--- config.mk ---
export PLATFORM = sky130hd
export DESIGN_NAME = ep_dualset_fifo
export DESIGN_NICKNAME = d
export VERILOG_FILES = /design/src/rtl/ep_dualset_fifo_pkg.sv /design/src/rtl/epf_store.sv /design/src/rtl/epf_write_ctrl.sv /design/src/rtl/epf_read_ctrl.sv /design/src/rtl/epf_set_queue.sv /design/src/rtl/ep_dualset_fifo.sv
export SDC_FILE = /design/constraint.sdc
export NUM_CORES = 1
export LEC_CHECK = 0
export BUFFER_PORTS_ARGS = -buffer_cell sky130_fd_sc_hd__buf_2
export CAP_MARGIN = 20
export CORE_UTILIZATION = 55
export DETAILED_ROUTE_END_ITERATION = 16
export PLACE_DENSITY_LB_ADDON = 0.3
export SETUP_SLACK_MARGIN = 0.15
export SYNTH_ARGS = -nofsm -noshare
export SYNTH_HDL_FRONTEND = slang
export SYNTH_SLANG_ARGS = --single-unit
export TNS_END_PERCENT = 50
--- constraint.sdc ---
create_clock -name clk -period 4.2 [get_ports clk]
set_input_delay 0.42 -clock clk [delete_from_list [all_inputs] [get_ports clk]]
set_output_delay 0.42 -clock clk [all_outputs]
set_load 0.1 [all_outputs]
--- src/rtl/ep_dualset_fifo_pkg.sv ---
package ep_dualset_fifo_pkg;

  typedef enum logic [1:0] {
    SETS_NONE = 2'd0,
    SETS_ONE  = 2'd1,
    SETS_TWO  = 2'd2
  } sets_e;

endpackage

--- src/rtl/epf_store.sv ---
module epf_store #(
  parameter int DEPTH = 16,
  parameter int DW    = 8,
  parameter int AW    = $clog2(DEPTH)
) (
  input  logic          clk,
  input  logic          rst_n,
  input  logic          we,
  input  logic [AW-1:0] waddr,
  input  logic [DW-1:0] wdata,
  input  logic          re,
  input  logic [AW-1:0] raddr,
  output logic [DW-1:0] rdata
);

  logic [DW-1:0] mem [DEPTH];
  logic [DW-1:0] rdata_q;
  logic [DW-1:0] rdata_d;

  always_ff @(posedge clk) begin
    if (we) begin
      mem[waddr] <= wdata;
    end
  end

  always_comb begin
    rdata_d = rdata_q;
    if (re) begin
      rdata_d = mem[raddr];
    end
  end

  always_ff @(posedge clk or negedge rst_n) begin
    if (!rst_n) begin
      rdata_q <= '0;
    end else if (re) begin
      rdata_q <= rdata_d;
    end
  end

  assign rdata = rdata_q;

endmodule

--- src/rtl/epf_write_ctrl.sv ---
module epf_write_ctrl #(
  parameter int DEPTH = 16,
  parameter int AW    = $clog2(DEPTH),
  parameter int CW    = $clog2(DEPTH + 1)
) (
  input  logic          clk,
  input  logic          rst_n,
  input  logic          flush,
  input  logic          wr_en,
  input  logic          wr_commit,
  input  logic          wr_rewind,
  input  logic          full,
  input  logic          queue_full,
  output logic [AW-1:0] wptr,
  output logic          mem_we,
  output logic [CW-1:0] part_cnt,
  output logic          commit_ok,
  output logic [CW-1:0] commit_cnt,
  output logic          ovf_set,
  output logic          cerr_set
);

  localparam logic [AW-1:0] LAST = AW'(DEPTH - 1);

  logic [AW-1:0] wptr_q, wptr_d;
  logic [AW-1:0] wstart_q, wstart_d;
  logic [CW-1:0] part_q, part_d;
  logic [CW-1:0] part_inc;
  logic          wr_ok;
  logic          active;

  assign active    = !flush && !wr_rewind;
  assign wr_ok     = wr_en && !full && active;
  assign ovf_set   = wr_en && full && active;
  assign commit_ok = wr_commit && !queue_full && active;
  assign cerr_set  = wr_commit && queue_full && active;
  assign part_inc  = part_q + CW'(wr_ok);
  assign commit_cnt = part_inc;
  assign mem_we    = wr_ok;

  always_comb begin
    wptr_d   = wptr_q;
    wstart_d = wstart_q;
    part_d   = part_q;
    if (flush) begin
      wptr_d   = '0;
      wstart_d = '0;
      part_d   = '0;
    end else if (wr_rewind) begin
      wptr_d = wstart_q;
      part_d = '0;
    end else begin
      if (wr_ok) begin
        wptr_d = (wptr_q == LAST) ? '0 : wptr_q + 1'b1;
      end
      if (commit_ok) begin
        part_d   = '0;
        wstart_d = wptr_d;
      end else begin
        part_d = part_inc;
      end
    end
  end

  always_ff @(posedge clk or negedge rst_n) begin
    if (!rst_n) begin
      wptr_q   <= '0;
      wstart_q <= '0;
      part_q   <= '0;
    end else begin
      wptr_q   <= wptr_d;
      wstart_q <= wstart_d;
      part_q   <= part_d;
    end
  end

  assign wptr     = wptr_q;
  assign part_cnt = part_q;

endmodule

--- src/rtl/epf_read_ctrl.sv ---
module epf_read_ctrl #(
  parameter int DEPTH = 16,
  parameter int AW    = $clog2(DEPTH),
  parameter int CW    = $clog2(DEPTH + 1)
) (
  input  logic          clk,
  input  logic          rst_n,
  input  logic          flush,
  input  logic          rd_en,
  input  logic          rd_release,
  input  logic          rd_rewind,
  input  logic          has_set,
  input  logic [CW-1:0] cur_count,
  output logic [AW-1:0] rptr,
  output logic          rd_ok,
  output logic          rel_ok,
  output logic          unf_set
);

  localparam int SW = AW + 1;
  localparam logic [AW-1:0] LAST    = AW'(DEPTH - 1);
  localparam logic [SW-1:0] DEPTH_S = SW'(DEPTH);

  logic [AW-1:0] rptr_q, rptr_d;
  logic [AW-1:0] rstart_q, rstart_d;
  logic [CW-1:0] roff_q, roff_d;
  logic [SW-1:0] jump_sum;
  logic [AW-1:0] jump_ptr;
  logic          byte_left;
  logic          plain_rd;

  assign byte_left = has_set && (roff_q < cur_count);
  assign plain_rd  = rd_en && !rd_rewind && !rd_release && !flush;
  assign rd_ok     = plain_rd && byte_left;
  assign unf_set   = plain_rd && !byte_left;
  assign rel_ok    = rd_release && !rd_rewind && has_set && !flush;

  // start of the following packet: wraps once at most
  assign jump_sum = {1'b0, rstart_q} + SW'(cur_count);
  assign jump_ptr = (jump_sum >= DEPTH_S) ? AW'(jump_sum - DEPTH_S) : AW'(jump_sum);

  always_comb begin
    rptr_d   = rptr_q;
    rstart_d = rstart_q;
    roff_d   = roff_q;
    if (flush) begin
      rptr_d   = '0;
      rstart_d = '0;
      roff_d   = '0;
    end else if (rd_rewind) begin
      rptr_d = rstart_q;
      roff_d = '0;
    end else if (rel_ok) begin
      rptr_d   = jump_ptr;
      rstart_d = jump_ptr;
      roff_d   = '0;
    end else if (rd_ok) begin
      rptr_d = (rptr_q == LAST) ? '0 : rptr_q + 1'b1;
      roff_d = roff_q + 1'b1;
    end
  end

  always_ff @(posedge clk or negedge rst_n) begin
    if (!rst_n) begin
      rptr_q   <= '0;
      rstart_q <= '0;
      roff_q   <= '0;
    end else begin
      rptr_q   <= rptr_d;
      rstart_q <= rstart_d;
      roff_q   <= roff_d;
    end
  end

  assign rptr = rptr_q;

endmodule

--- src/rtl/epf_set_queue.sv ---
module epf_set_queue
  import ep_dualset_fifo_pkg::*;
#(
  parameter int DEPTH = 16,
  parameter int CW    = $clog2(DEPTH + 1)
) (
  input  logic          clk,
  input  logic          rst_n,
  input  logic          flush,
  input  logic          commit_ok,
  input  logic [CW-1:0] commit_cnt,
  input  logic          rel_ok,
  output logic [CW-1:0] cnt0,
  output logic [CW-1:0] cnt1,
  output sets_e         nsets
);

  logic [CW-1:0] cnt0_q, cnt0_d;
  logic [CW-1:0] cnt1_q, cnt1_d;
  sets_e         nsets_q, nsets_d;

  always_comb begin
    cnt0_d  = cnt0_q;
    cnt1_d  = cnt1_q;
    nsets_d = nsets_q;
    if (flush) begin
      cnt0_d  = '0;
      cnt1_d  = '0;
      nsets_d = SETS_NONE;
    end else begin
      if (rel_ok) begin
        cnt0_d  = cnt1_q;
        cnt1_d  = '0;
        nsets_d = (nsets_q == SETS_TWO) ? SETS_ONE : SETS_NONE;
      end
      if (commit_ok) begin
        if (nsets_d == SETS_NONE) begin
          cnt0_d  = commit_cnt;
          nsets_d = SETS_ONE;
        end else begin
          cnt1_d  = commit_cnt;
          nsets_d = SETS_TWO;
        end
      end
    end
  end

  always_ff @(posedge clk or negedge rst_n) begin
    if (!rst_n) begin
      cnt0_q  <= '0;
      cnt1_q  <= '0;
      nsets_q <= SETS_NONE;
    end else begin
      cnt0_q  <= cnt0_d;
      cnt1_q  <= cnt1_d;
      nsets_q <= nsets_d;
    end
  end

  assign cnt0  = cnt0_q;
  assign cnt1  = cnt1_q;
  assign nsets = nsets_q;

endmodule

--- src/rtl/ep_dualset_fifo.sv ---
module ep_dualset_fifo
  import ep_dualset_fifo_pkg::*;
#(
  parameter int DEPTH = 16,
  parameter int DW    = 8,
  localparam int AW   = $clog2(DEPTH),
  localparam int CW   = $clog2(DEPTH + 1)
) (
  input  logic          clk,
  input  logic          rst_n,
  input  logic          flush,
  input  logic          wr_en,
  input  logic [DW-1:0] wr_data,
  input  logic          wr_commit,
  input  logic          wr_rewind,
  input  logic          rd_en,
  input  logic          rd_release,
  input  logic          rd_rewind,
  output logic [DW-1:0] rd_data,
  output logic          full,
  output logic          empty,
  output logic [CW-1:0] free_count,
  output logic [CW-1:0] cur_count,
  output logic [CW-1:0] next_count,
  output logic [1:0]    sets_held,
  output logic          overflow,
  output logic          underflow,
  output logic          commit_err,
  output logic          tx_done,
  output logic          rx_done
);

  localparam logic [CW-1:0] DEPTH_C = CW'(DEPTH);

  logic [AW-1:0] wptr, rptr;
  logic          mem_we;
  logic [CW-1:0] part_cnt;
  logic          commit_ok;
  logic [CW-1:0] commit_cnt;
  logic          ovf_set, cerr_set, unf_set;
  logic          rd_ok, rel_ok;
  logic [CW-1:0] cnt0, cnt1;
  sets_e         nsets;
  logic          queue_full, has_set;

  logic          ovf_q, ovf_d;
  logic          unf_q, unf_d;
  logic          cerr_q, cerr_d;
  logic          tx_q, rx_q;

  assign queue_full = (nsets == SETS_TWO);
  assign has_set    = (nsets != SETS_NONE);
  assign free_count = DEPTH_C - cnt0 - cnt1 - part_cnt;
  assign full       = (free_count == '0);
  assign empty      = !has_set;

  epf_write_ctrl #(.DEPTH(DEPTH), .AW(AW), .CW(CW)) u_wr (
    .clk        (clk),
    .rst_n      (rst_n),
    .flush      (flush),
    .wr_en      (wr_en),
    .wr_commit  (wr_commit),
    .wr_rewind  (wr_rewind),
    .full       (full),
    .queue_full (queue_full),
    .wptr       (wptr),
    .mem_we     (mem_we),
    .part_cnt   (part_cnt),
    .commit_ok  (commit_ok),
    .commit_cnt (commit_cnt),
    .ovf_set    (ovf_set),
    .cerr_set   (cerr_set)
  );

  epf_read_ctrl #(.DEPTH(DEPTH), .AW(AW), .CW(CW)) u_rd (
    .clk        (clk),
    .rst_n      (rst_n),
    .flush      (flush),
    .rd_en      (rd_en),
    .rd_release (rd_release),
    .rd_rewind  (rd_rewind),
    .has_set    (has_set),
    .cur_count  (cnt0),
    .rptr       (rptr),
    .rd_ok      (rd_ok),
    .rel_ok     (rel_ok),
    .unf_set    (unf_set)
  );

  epf_set_queue #(.DEPTH(DEPTH), .CW(CW)) u_q (
    .clk        (clk),
    .rst_n      (rst_n),
    .flush      (flush),
    .commit_ok  (commit_ok),
    .commit_cnt (commit_cnt),
    .rel_ok     (rel_ok),
    .cnt0       (cnt0),
    .cnt1       (cnt1),
    .nsets      (nsets)
  );

  epf_store #(.DEPTH(DEPTH), .DW(DW), .AW(AW)) u_mem (
    .clk   (clk),
    .rst_n (rst_n),
    .we    (mem_we),
    .waddr (wptr),
    .wdata (wr_data),
    .re    (rd_ok),
    .raddr (rptr),
    .rdata (rd_data)
  );

  always_comb begin
    ovf_d  = ovf_q;
    unf_d  = unf_q;
    cerr_d = cerr_q;
    if (flush) begin
      ovf_d  = 1'b0;
      unf_d  = 1'b0;
      cerr_d = 1'b0;
    end else begin
      ovf_d  = ovf_q  | ovf_set;
      unf_d  = unf_q  | unf_set;
      cerr_d = cerr_q | cerr_set;
    end
  end

  always_ff @(posedge clk or negedge rst_n) begin
    if (!rst_n) begin
      ovf_q  <= 1'b0;
      unf_q  <= 1'b0;
      cerr_q <= 1'b0;
      tx_q   <= 1'b0;
      rx_q   <= 1'b0;
    end else begin
      ovf_q  <= ovf_d;
      unf_q  <= unf_d;
      cerr_q <= cerr_d;
      tx_q   <= rel_ok;
      rx_q   <= commit_ok;
    end
  end

  assign cur_count  = cnt0;
  assign next_count = cnt1;
  assign sets_held  = nsets;
  assign overflow   = ovf_q;
  assign underflow  = unf_q;
  assign commit_err = cerr_q;
  assign tx_done    = tx_q;
  assign rx_done    = rx_q;

endmodule

==> results of run 1 <==
==> metrics by stage <==
step / instance area, sq um / total power [mW]
3_3_place_gp: 8615 / 2.517
6_report: 9220 / 4.057
5_1_grt: 9220 / 4.177
4_1_cts: 9196 / 4.073
3_5_place_dp: 8615 / 2.525
2_1_floorplan: 8232 / 2.415
==> worst paths after layout <==
kind                             startpoint  depth (start not counted)  slack [ns]         endpoint
worst max-delay path            u_q.cnt0[0]                         10        0.31             full
worst min-delay path                  rst_n                          2        0.13      u_q.cnt1[0]
worst max register to register  u_q.cnt0[0]                         16        0.31      u_q.cnt0[4]
worst min register to register    underflow                          2        0.49        underflow
max in group asynchronous             rst_n                          2        3.50      u_q.cnt0[2]
min in group clk                 wr_data[7]                          1        0.37  u_mem.mem[9][7]
==> kinds of logic after synthesis <==
| family | Yosys count | share of synthesized area |
|---|---|---|
| AO/OA/AOI/OAI | 64 | 0.05477 |
| XOR/XNOR | 15 | 0.02178 |
| adder cells (fa/ha/maj) | 28 | 0.04824 |
| buffers and inverters | 58 | 0.03283 |
| flip-flops | 179 | 0.6367 |
| multiplexers | 59 | 0.1246 |
| AND/OR/NAND/NOR | 127 | 0.08106 |
==> placed cells by master (no fill, tap or decap), drive strengths merged, types with 4 or more instances in the layout <==
master and n:
ha 23, clkinvlp 4, mux4 30, and4 4
buf 57, a31oi 9, nor4b 4, fa 5
and3 12, dfrtp 51, edfxtp 128, xnor2 8
nor2b 6, mux2i 9, nor2 21, mux2 20
a21o 4, inv 34, clkbuf 18, or3 4
nand2 42, o21ai 13, nand3 18, o221ai 4
a311oi 5, xor2 5, a21oi 12, nand2b 4
==> final cells by class <==
type	instances	area, sq um	share of cell area
clock inverters	13	150.1	0.01628
inverters	30	118.9	0.01289
clock buffers	18	429.2	0.04655
well taps	180	225.2	0.02443
multi-input cells	293	2840	0.3080
flip-flops and latches	179	5146	0.5581
repair buffers	57	310.3	0.03365
==> metal layers <==
layer	vias to the layer above	track usage
li1	2113	-
met1	2443	0.3486
met2	162	0.3897
met3	37	0.05443
met4	0	0.1105
met5	-	0
==> state kept, by name, indices dropped and copies added, names as in the netlist <==
name and cells:
u_rd.rstart_q 4, tx_done 1, u_wr.wptr 4, u_rd.rptr 4, u_mem.mem 128, u_rd.roff_q 5, overflow 1, u_wr.wstart_q 4
rx_done 1, underflow 1, u_q.cnt0 5, u_q.nsets 2, u_q.cnt1 5, commit_err 1, u_wr.part_cnt 5, u_mem.rdata 8
==> power groups by stage <==
stage	clock network [mW]	logic (mW)	registers [mW]
2_1_floorplan	0	0.313	2.10
3_3_place_gp	0	0.520	2.00
3_5_place_dp	0	0.526	2.00
4_1_cts	1.58	0.531	1.96
5_1_grt	1.65	0.560	1.97
6_report	1.57	0.530	1.96
==> repair_timing <==
item | CTS | global route
resized for setup | 1 | 5
setup endpoints to repair | 1 | 3
pin swaps | 0 | 1
hold buffers | 0 | 0
==> worst max-delay path: cells and delay by family, from the launching register on <==
kind | cells | cell delay, ns
adders and majority gates | 4 | 1.45
and+or+nand+nor | 2 | 0.59
DFF | 1 | 0.51
buffers and inverters | 4 | 0.50
==> reports/metrics.csv, run 1 <==
metric,value,unit
Setup WS pre-CTS,0.2444,ns
GRT Total Usage,0.2525,
Tmin final,3.888,ns
Post-synth EDFFs,128,
outcome,"complete, no violations",
switching share of power,0.2703,
Std-Cell Rows,43,
n_diodes,0,
Mapped Area,0.008041,sq mm
Worst Path Required,3.78,ns
antenna violations before repair,0,
number of synthesized register bits,179,
Crit-path slowest cell,fa_2,
most frequent cell after synthesis,edfxtp_1,
critical path peak fanout,5,
Static Leakage,3.427,nW
htree depth,4,
fraction of layout cells with a size suffix above 1,0.3034,
Die Wd,122.9,um
Final Hold Vio Count,0,
worst path cell trace,ha_1 -> fa_1 -> inv_1 -> ha_2 -> inv_2 -> fa_2 -> clkinvlp_4 -> or4_4 -> nor2_2 -> buf_4,
min-delay worst type,in -> async,
first-pass GRT wire length,26930,um
clock insertion delay at the later pin of the skew report,0.43,ns
routed wl met3,876,um
Final WS setup,0.3117,ns
Placed Instances,739,
maximum vdd drop,0.2918,mV
I/O pins,49,
"Seq/Total Area, Yosys",0.6367,
clock sink count,179,
Layout Utilization,0.6541,
clk_skew,0.009672,ns
Clock power frac,0.386,
Max-slew headroom,0.4508,
via count,4755,
setup_tns,0,ns
Sequential Power Share,0.483,
# fillers,985,
P&R area growth vs syn,14.66,%
Synth Instances,530,
Final setup viols,0,
die area,0.01511,sq mm
Cell variety after synth,58,
asr flop ratio synth,0.2849,
Detailed Routing Iterations Pass 1,5,
CTS tree,yes,
RSZ-0062 raised after global routing,false,
Initial Util,0.5705,
synth top area cells,"edfxtp_1 (48%), dfrtp_1 (16%), mux4_2 (7.6%)",
final net count,623,
non-filler instance count after layout,770,
Routed wire per std cell,22.51,um
Via-to-Cell Ratio,6.175,
M1 WL,7475,um
largest net degree at the start of global routing,52,
clk slew on worst S/H paths,0.07,ns
top_reg_cell synth,edfxtp_1,
synth cell count leaders,"edfxtp_1 (128), dfrtp_1 (51), nand2_1 (42), inv_1 (27), mux4_2 (27)",
post-route ant nets,0,
switching power total,1.097,mW
CP peak stage delay,0.58,ns
DRT iter0 DRCs,386,
DP HPWL,10930,um
crit path launch type,flip-flop,
maximum operating frequency,0.2572,GHz
Max Cap Viol,0,
Core Region,0.01410,sq mm
met2 wire length,8483,um
fraction of synthesized cell area taken by the top area cell type,0.4780,
post-CTS setup buffers,0,
Clock Tree Root,clkbuf_16,
gr ovfl total,0,
WL final,17330,um
P_int,2.961,mW
Worst Path Arrival,3.47,ns
maximum clock insertion buffer count,2,
pin slew with the least headroom to its limit,0.8238,ns
PortBufs,48,
Setup crit end kind,primary output,
period utilization,0.9258,
Final Hold Slack,0.1344,ns
Inserted Clock Buffers,17,
worst setup path class,reg -> out,
Die Ht,122.9,um
GPL Wtd Cong,0.8845,
syn nets,575,
largest area contributor in the netlist,edfxtp_1,
vias in the first global route,4725,
max-slew violations,0,
Syn. warnings,0,
PD cells,440.0,mW/mm^2
Syn Area/Cell,15.17,sq um
Post-route DRC,0,
Max Used Layer,met4,
power share of the combinational group,0.131,
Power figures use the tool's default switching activity.
==> run 2: changes to the inputs <==
--- a/config.mk
+++ b/config.mk
@@ -7,9 +7,10 @@
 export LEC_CHECK = 0
 export BUFFER_PORTS_ARGS = -buffer_cell sky130_fd_sc_hd__buf_2
 export CAP_MARGIN = 20
-export CORE_UTILIZATION = 55
+export CORE_MARGIN = 2
+export CORE_UTILIZATION = 50
 export DETAILED_ROUTE_END_ITERATION = 16
-export PLACE_DENSITY_LB_ADDON = 0.3
+export PLACE_DENSITY = 0.7
 export SETUP_SLACK_MARGIN = 0.15
 export SYNTH_ARGS = -nofsm -noshare
 export SYNTH_HDL_FRONTEND = slang
==> run 2 against run 1 <==
Clock power fell by 3%. Die area rose by 13%. Worst setup slack got worse by 0.053 ns. Global-route usage fell by 3.7 points. Flip-flop and latch count did not move. Cell area rose by 0.33%. Fmax fell by 1.4%. Critical path depth rose by 5. Sequential power barely moved. Critical path type is now reg -> reg.
==> reports/metrics.csv, run 2 (synthesis results as in run 1) <==
metric,value,unit,change
Final Hold Vio Count,0,,unchanged
PD cells,433.8,mW/mm^2,-1.4%
n_diodes,0,,unchanged
Clock Tree Root,clkbuf_16,,
Static Leakage,3.428,nW,about the same
Worst Path Required,4.52,ns,+0.74 ns
Post-route DRC,0,,unchanged
clk slew on worst S/H paths,0.07,ns,about the same
GRT Total Usage,0.2152,,-0.03729
Die Wd,130.8,um,+6.4%
Critical Path Start,u_q.cnt0[1],,
Max-slew headroom,0.3805,,-0.07027
post-CTS sizing,1,,unchanged
WL final,17020,um,-1.8%
non-filler instance count after layout,808,,+4.9%
outcome,"complete, no violations",,
P&R area growth vs syn,15.03,%,
"most common cell after layout, fill and taps aside",edfxtp_1,,
clk_skew,0.009597,ns,-0.00007486 ns
area of the multi-input gates,0.002826,sq mm,-0.48%
final net count,624,,+0.16%
via count,4694,,-1.3%
PortBufs,48,,unchanged
Core Region,0.01583,sq mm,+12%
Routed wire per std cell,21.06,um,-6.4%
Reg2Reg Depth,15,,-1
r2r setup slk,0.26,ns,-0.05 ns
r2r startpoint,u_q.cnt0[1],,
Setup crit end kind,flip-flop,,
CTS tree,yes,,
htree depth,4,,unchanged
first-pass GRT wire length,26780,um,-0.56%
Placed Instances,776,,+5.0%
worst path cell trace,ha_4 -> fa_1 -> inv_1 -> ha_2 -> inv_2 -> fa_1 -> xnor2_4 -> or4_4 -> o21ai_4 -> inv_2 -> ha_4 -> ha_4 -> xnor2_2 -> and3_1 -> a311oi_1,,
RSZ-0062 raised after global routing,true,,
vias in the first global route,4665,,-1.3%
crit path launch type,flip-flop,,
RR Endpoint,u_q.cnt0[2],,
# fillers,1194,,+21%
maximum clock insertion buffer count,2,,unchanged
maximum operating frequency,0.2537,GHz,-1.4%
period utilization,0.9385,,+0.01273
Inserted Clock Buffers,17,,unchanged
post-CTS setup buffers,0,,unchanged
die area,0.01711,sq mm,+13%
WP buf/inv,3,,-1
fraction of layout cells with a size suffix above 1,0.3007,,-0.002714
Crit-path slowest cell,dfrtp_4,,
Initial Util,0.5081,,-0.06241
Worst Path Arrival,4.26,ns,+0.79 ns
Largest register FFs,128,,unchanged
maximum vdd drop,0.3246,mV,+11%
CP top delay family,adder cells,,
Final Cell Area,0.009250,sq mm,+0.33%
Tmin final,3.942,ns,+0.05348 ns
clock sink count,179,,unchanged
largest net degree at the start of global routing,52,,unchanged
DRT iter0 DRCs,427,,+11%
setup_tns,0,ns,unchanged
Die Ht,130.8,um,+6.4%
CP peak stage delay,0.52,ns,-0.06 ns
I/O pins,49,,unchanged
min-delay worst type,in -> async,,
clock insertion delay at the later pin of the skew report,0.43,ns,about the same
Reg area,0.005146,sq mm,unchanged
Area after DPL,0.008667,sq mm,+0.61%
post-route ant nets,0,,unchanged
most frequent cells in the layout,"edfxtp_1 (128), buf_2 (47), nand2_1 (42), dfrtp_1 (42), mux4_2 (27)",,
worst setup path class,reg -> reg,,
Std-Cell Rows,46,,+7.0%
GPL Wtd Cong,0.8780,,-0.73%
"most used cell, CP",ha_4,,
DP HPWL,11400,um,+4.3%
Max Cap Viol,0,,unchanged
critical path peak fanout,11,,+6
hold_buf cts,0,,unchanged
Biggest register,u_mem.mem,,
Detailed Routing Iterations Pass 1,5,,unchanged
pin slew with the least headroom to its limit,0.9292,ns,+0.1054 ns
Final setup viols,0,,unchanged
gr ovfl total,0,,unchanged
max-slew violations,0,,unchanged
antenna violations before repair,0,,unchanged
Via-to-Cell Ratio,5.809,,-5.9%
run 2: metal layers:
metal | track usage | vias up | share of wire
met5 | 0 | - | 0
met1 | 0.3108 | 2404 | 0.45
met3 | 0.04194 | 22 | 0.051
met2 | 0.3346 | 150 | 0.48
li1 | - | 2118 | -
met4 | 0.06758 | 0 | 0.014
run 2: worst max path at each step:
stage	endpoint	slack, ns	cells past startpoint
after global routing	u_q.cnt0[2]	0.12	15
after floorplan	u_q.cnt0[4]	-0.28	17
after detailed placement	u_q.cnt0[4]	0.25	16
after CTS	full	0.19	10
after global placement	u_q.cnt0[4]	0.33	16
final	u_q.cnt0[2]	0.26	15
run 2: final cells by class:
| cell class | instances | share of cell area |
|---|---|---|
| Sequential cell | 179 | 0.5563 |
| Inverter | 30 | 0.01258 |
| Multi-Input combinational cell | 293 | 0.3056 |
| Clock buffer | 19 | 0.04788 |
| Clock inverter | 13 | 0.01366 |
| Timing Repair Buffer | 58 | 0.03476 |
| Tap cell | 216 | 0.02922 |
run 2: through the flow:
| step | setup WS (ns) | utilization | power [mW] | hold slack, ns |
|---|---|---|---|---|
| floorplan | -0.2819 | - | 2.415 | 0.1244 |
| global placement | 0.3344 | 0.5476 | 2.520 | 0.4734 |
| detailed placement | 0.2538 | 0.5476 | 2.531 | 0.4809 |
| CTS | 0.1931 | 0.5837 | 4.035 | 0.1464 |
| global route | 0.1236 | 0.5844 | 4.136 | 0.1855 |
| finish | 0.2582 | 0.5844 | 4.012 | 0.1300 |
run 2: power by group:
part           internal, mW  total (mW)  switching (mW)
logic                 0.153       0.533           0.379
registers              1.92        1.96          0.0383
clock network         0.840        1.52           0.677
==> run 3: changes to the inputs <==
--- a/config.mk
+++ b/config.mk
@@ -8,9 +8,9 @@
 export BUFFER_PORTS_ARGS = -buffer_cell sky130_fd_sc_hd__buf_2
 export CAP_MARGIN = 20
 export CORE_MARGIN = 2
-export CORE_UTILIZATION = 50
+export CORE_UTILIZATION = 55
 export DETAILED_ROUTE_END_ITERATION = 16
-export PLACE_DENSITY = 0.7
+export PLACE_DENSITY = 0.76
 export SETUP_SLACK_MARGIN = 0.15
 export SYNTH_ARGS = -nofsm -noshare
 export SYNTH_HDL_FRONTEND = slang
==> run 3 against run 2 <==
Wire length shrank 1.9%. Power grew 2.2%. Clock-buffer cell count grew 1. Clock skew shrank 0.0039 ns. Flip-flop and latch count is the same. Global-route usage grew 0.85 points. Sequential power is essentially flat. Clock power grew 6%. Cell count shrank 4.1%. Via count grew 0.60%.
==> reports/metrics.csv, run 3 (synthesis results as in run 1) <==
metric,value,unit,change
gr ovfl total,0,,unchanged
Final setup viols,0,,unchanged
Std-Cell Rows,44,,-4.3%
Die Wd,124.9,um,-4.5%
r2r startpoint,u_q.cnt0[1],,
RSZ-0062 raised after global routing,false,,
non-filler instance count after layout,775,,-4.1%
largest net degree at the start of global routing,52,,unchanged
GPL Wtd Cong,0.8558,,-2.5%
vias in the first global route,4763,,+2.1%
Tmin final,3.915,ns,-0.02672 ns
Routed wire per std cell,21.54,um,+2.3%
Die Ht,124.9,um,-4.5%
htree depth,4,,unchanged
DP HPWL,10960,um,-3.8%
crit path launch type,flip-flop,,
PD cells,443.0,mW/mm^2,+2.1%
Placed Instances,743,,-4.3%
Reg2Reg Depth,16,,+1
Final Hold Vio Count,0,,unchanged
Crit path depth,10,,-5
fraction of layout cells with a size suffix above 1,0.3012,,+0.0005088
P&R area growth vs syn,15.11,%,about the same
Biggest register,u_mem.mem,,
via count,4722,,+0.60%
Max Cap Viol,0,,unchanged
worst path cell trace,ha_4 -> fa_1 -> inv_1 -> ha_2 -> inv_2 -> fa_2 -> clkinvlp_4 -> or4_4 -> nor2_2 -> buf_4,,
setup_tns,0,ns,unchanged
WL final,16690,um,-1.9%
outcome,"complete, no violations",,
clock sink count,179,,unchanged
maximum clock insertion buffer count,2,,unchanged
antenna violations before repair,0,,unchanged
Setup crit end kind,primary output,,
first-pass GRT wire length,26520,um,-0.95%
Via-to-Cell Ratio,6.093,,+4.9%
period utilization,0.9322,,-0.006361
"most common cell after layout, fill and taps aside",edfxtp_1,,
pin slew with the least headroom to its limit,0.9964,ns,+0.06718 ns
PortBufs,48,,unchanged
Largest register FFs,128,,unchanged
I/O pins,49,,unchanged
maximum vdd drop,0.3464,mV,+6.7%
Final Hold Slack,0.1207,ns,-0.009302 ns
Inserted Clock Buffers,17,,unchanged
Worst Path Required,3.78,ns,-0.74 ns
Max-slew headroom,0.3357,,-0.04479
most frequent cells in the layout,"edfxtp_1 (128), buf_2 (47), nand2_1 (42), dfrtp_1 (42), mux4_2 (27)",,
Critical Path Start,u_q.cnt0[1],,
maximum operating frequency,0.2554,GHz,+0.68%
critical path peak fanout,5,,-6
post-route ant nets,0,,unchanged
DRT iter0 DRCs,340,,-20%
r2r setup slk,0.30,ns,+0.04 ns
Clock Tree Root,clkbuf_16,,
min-delay worst type,in -> async,,
WP buf/inv,4,,+1
GRT Total Usage,0.2237,,+0.008487
Static Leakage,3.442,nW,+0.41%
Core Region,0.01442,sq mm,-8.9%
Initial Util,0.5575,,+0.04945
n_diodes,0,,unchanged
CP peak stage delay,0.58,ns,+0.06 ns
die area,0.01560,sq mm,-8.8%
Crit-path slowest cell,fa_2,,
Detailed Routing Iterations Pass 1,7,,+2
clk slew on worst S/H paths,0.07,ns,about the same
overall power,4.101,mW,+2.2%
clk_skew,0.005672,ns,-0.003925 ns
max-slew violations,0,,unchanged
worst setup path class,reg -> out,,
CP top delay family,adder cells,,
Worst Path Arrival,3.50,ns,-0.76 ns
CTS tree,yes,,
clock insertion delay at the later pin of the skew report,0.43,ns,about the same
final net count,623,,-0.16%
RR Endpoint,u_q.cnt0[4],,
hold_buf cts,0,,unchanged
Post-route DRC,0,,unchanged
[run 3: cell count changes in the layout (fill, tap and decap cells not counted)]
cell       delta
buf_16        +1
inv_2         -1
fa_1          -1
inv_4         +1
clkinv_4      -2
inv_8         +1
buf_4         -1
clkinv_2      -1
fa_2          +1
clkbuf_8      +1
buf_6         -1
bufinv_16     +1
[run 3: cell type report]
| type | instances | area, sq um |
|---|---|---|
| timing repair buffer | 57 | 330.3 |
| sequential | 179 | 5146 |
| clock inverter | 12 | 145.1 |
| tap | 184 | 230.2 |
| inverter | 30 | 118.9 |
| multi-input combinational | 293 | 2829 |
| fill | 1006 | 5167 |
| clock buffer | 20 | 456.7 |
[run 3: worst max path at each step]
| stage | end | slack [ns] |
|---|---|---|
| finish | full | 0.28 |
| global route | full | 0.15 |
| CTS | full | 0.19 |
| detailed placement | u_q.cnt0[4] | 0.22 |
| global placement | u_q.cnt0[4] | 0.33 |
| floorplan | u_q.cnt0[4] | -0.28 |
[run 3: per-stage QoR]
stage,util,setup WS (ns),cell area [sq um]
2_1_floorplan,-,-0.2819,8232
3_3_place_gp,0.5971,0.3348,8612
3_5_place_dp,0.5990,0.2152,8640
4_1_cts,0.6409,0.1852,9244
5_1_grt,0.6417,0.1519,9256
6_report,0.6417,0.2849,9256
[run 3: power by group]
| group | leakage [nW] | internal [mW] | switching [mW] |
|---|---|---|---|
| Clock | 0.287 | 0.921 | 0.687 |
| Sequential | 1.84 | 1.92 | 0.0329 |
| Combinational | 1.32 | 0.155 | 0.382 |
| Total | 3.44 | 3.00 | 1.10 |
[run 3: what timing repair did]
| action | in CTS | in global routing |
|---|---|---|
| setup endpoints to repair | 1 | 32 |
| resized for setup | 1 | 3 |
| pin swaps | 0 | 1 |
| buffers inserted | 0 | 0 |
[run 3: worst register-to-register path, stage by stage, from the launching register on]
cell and delay, ns:
dfrtp_4 0.52, ha_4 0.28, fa_1 0.40, inv_1 0.09, ha_2 0.20, inv_2 0.04, fa_2 0.58, clkinvlp_4 0.08
or4_4 0.46, o21ai_4 0.18, inv_4 0.09, ha_4 0.17, ha_4 0.17, nand3_2 0.09, xor2_2 0.09, and3_1 0.15
a311oi_1 0.21
[run 3: per-layer routing]
metal | global-route usage | share of wire
met1 | 0.3122 | 0.44
met2 | 0.3603 | 0.50
met3 | 0.04338 | 0.036
met4 | 0.07516 | 0.018
met5 | 0 | 0
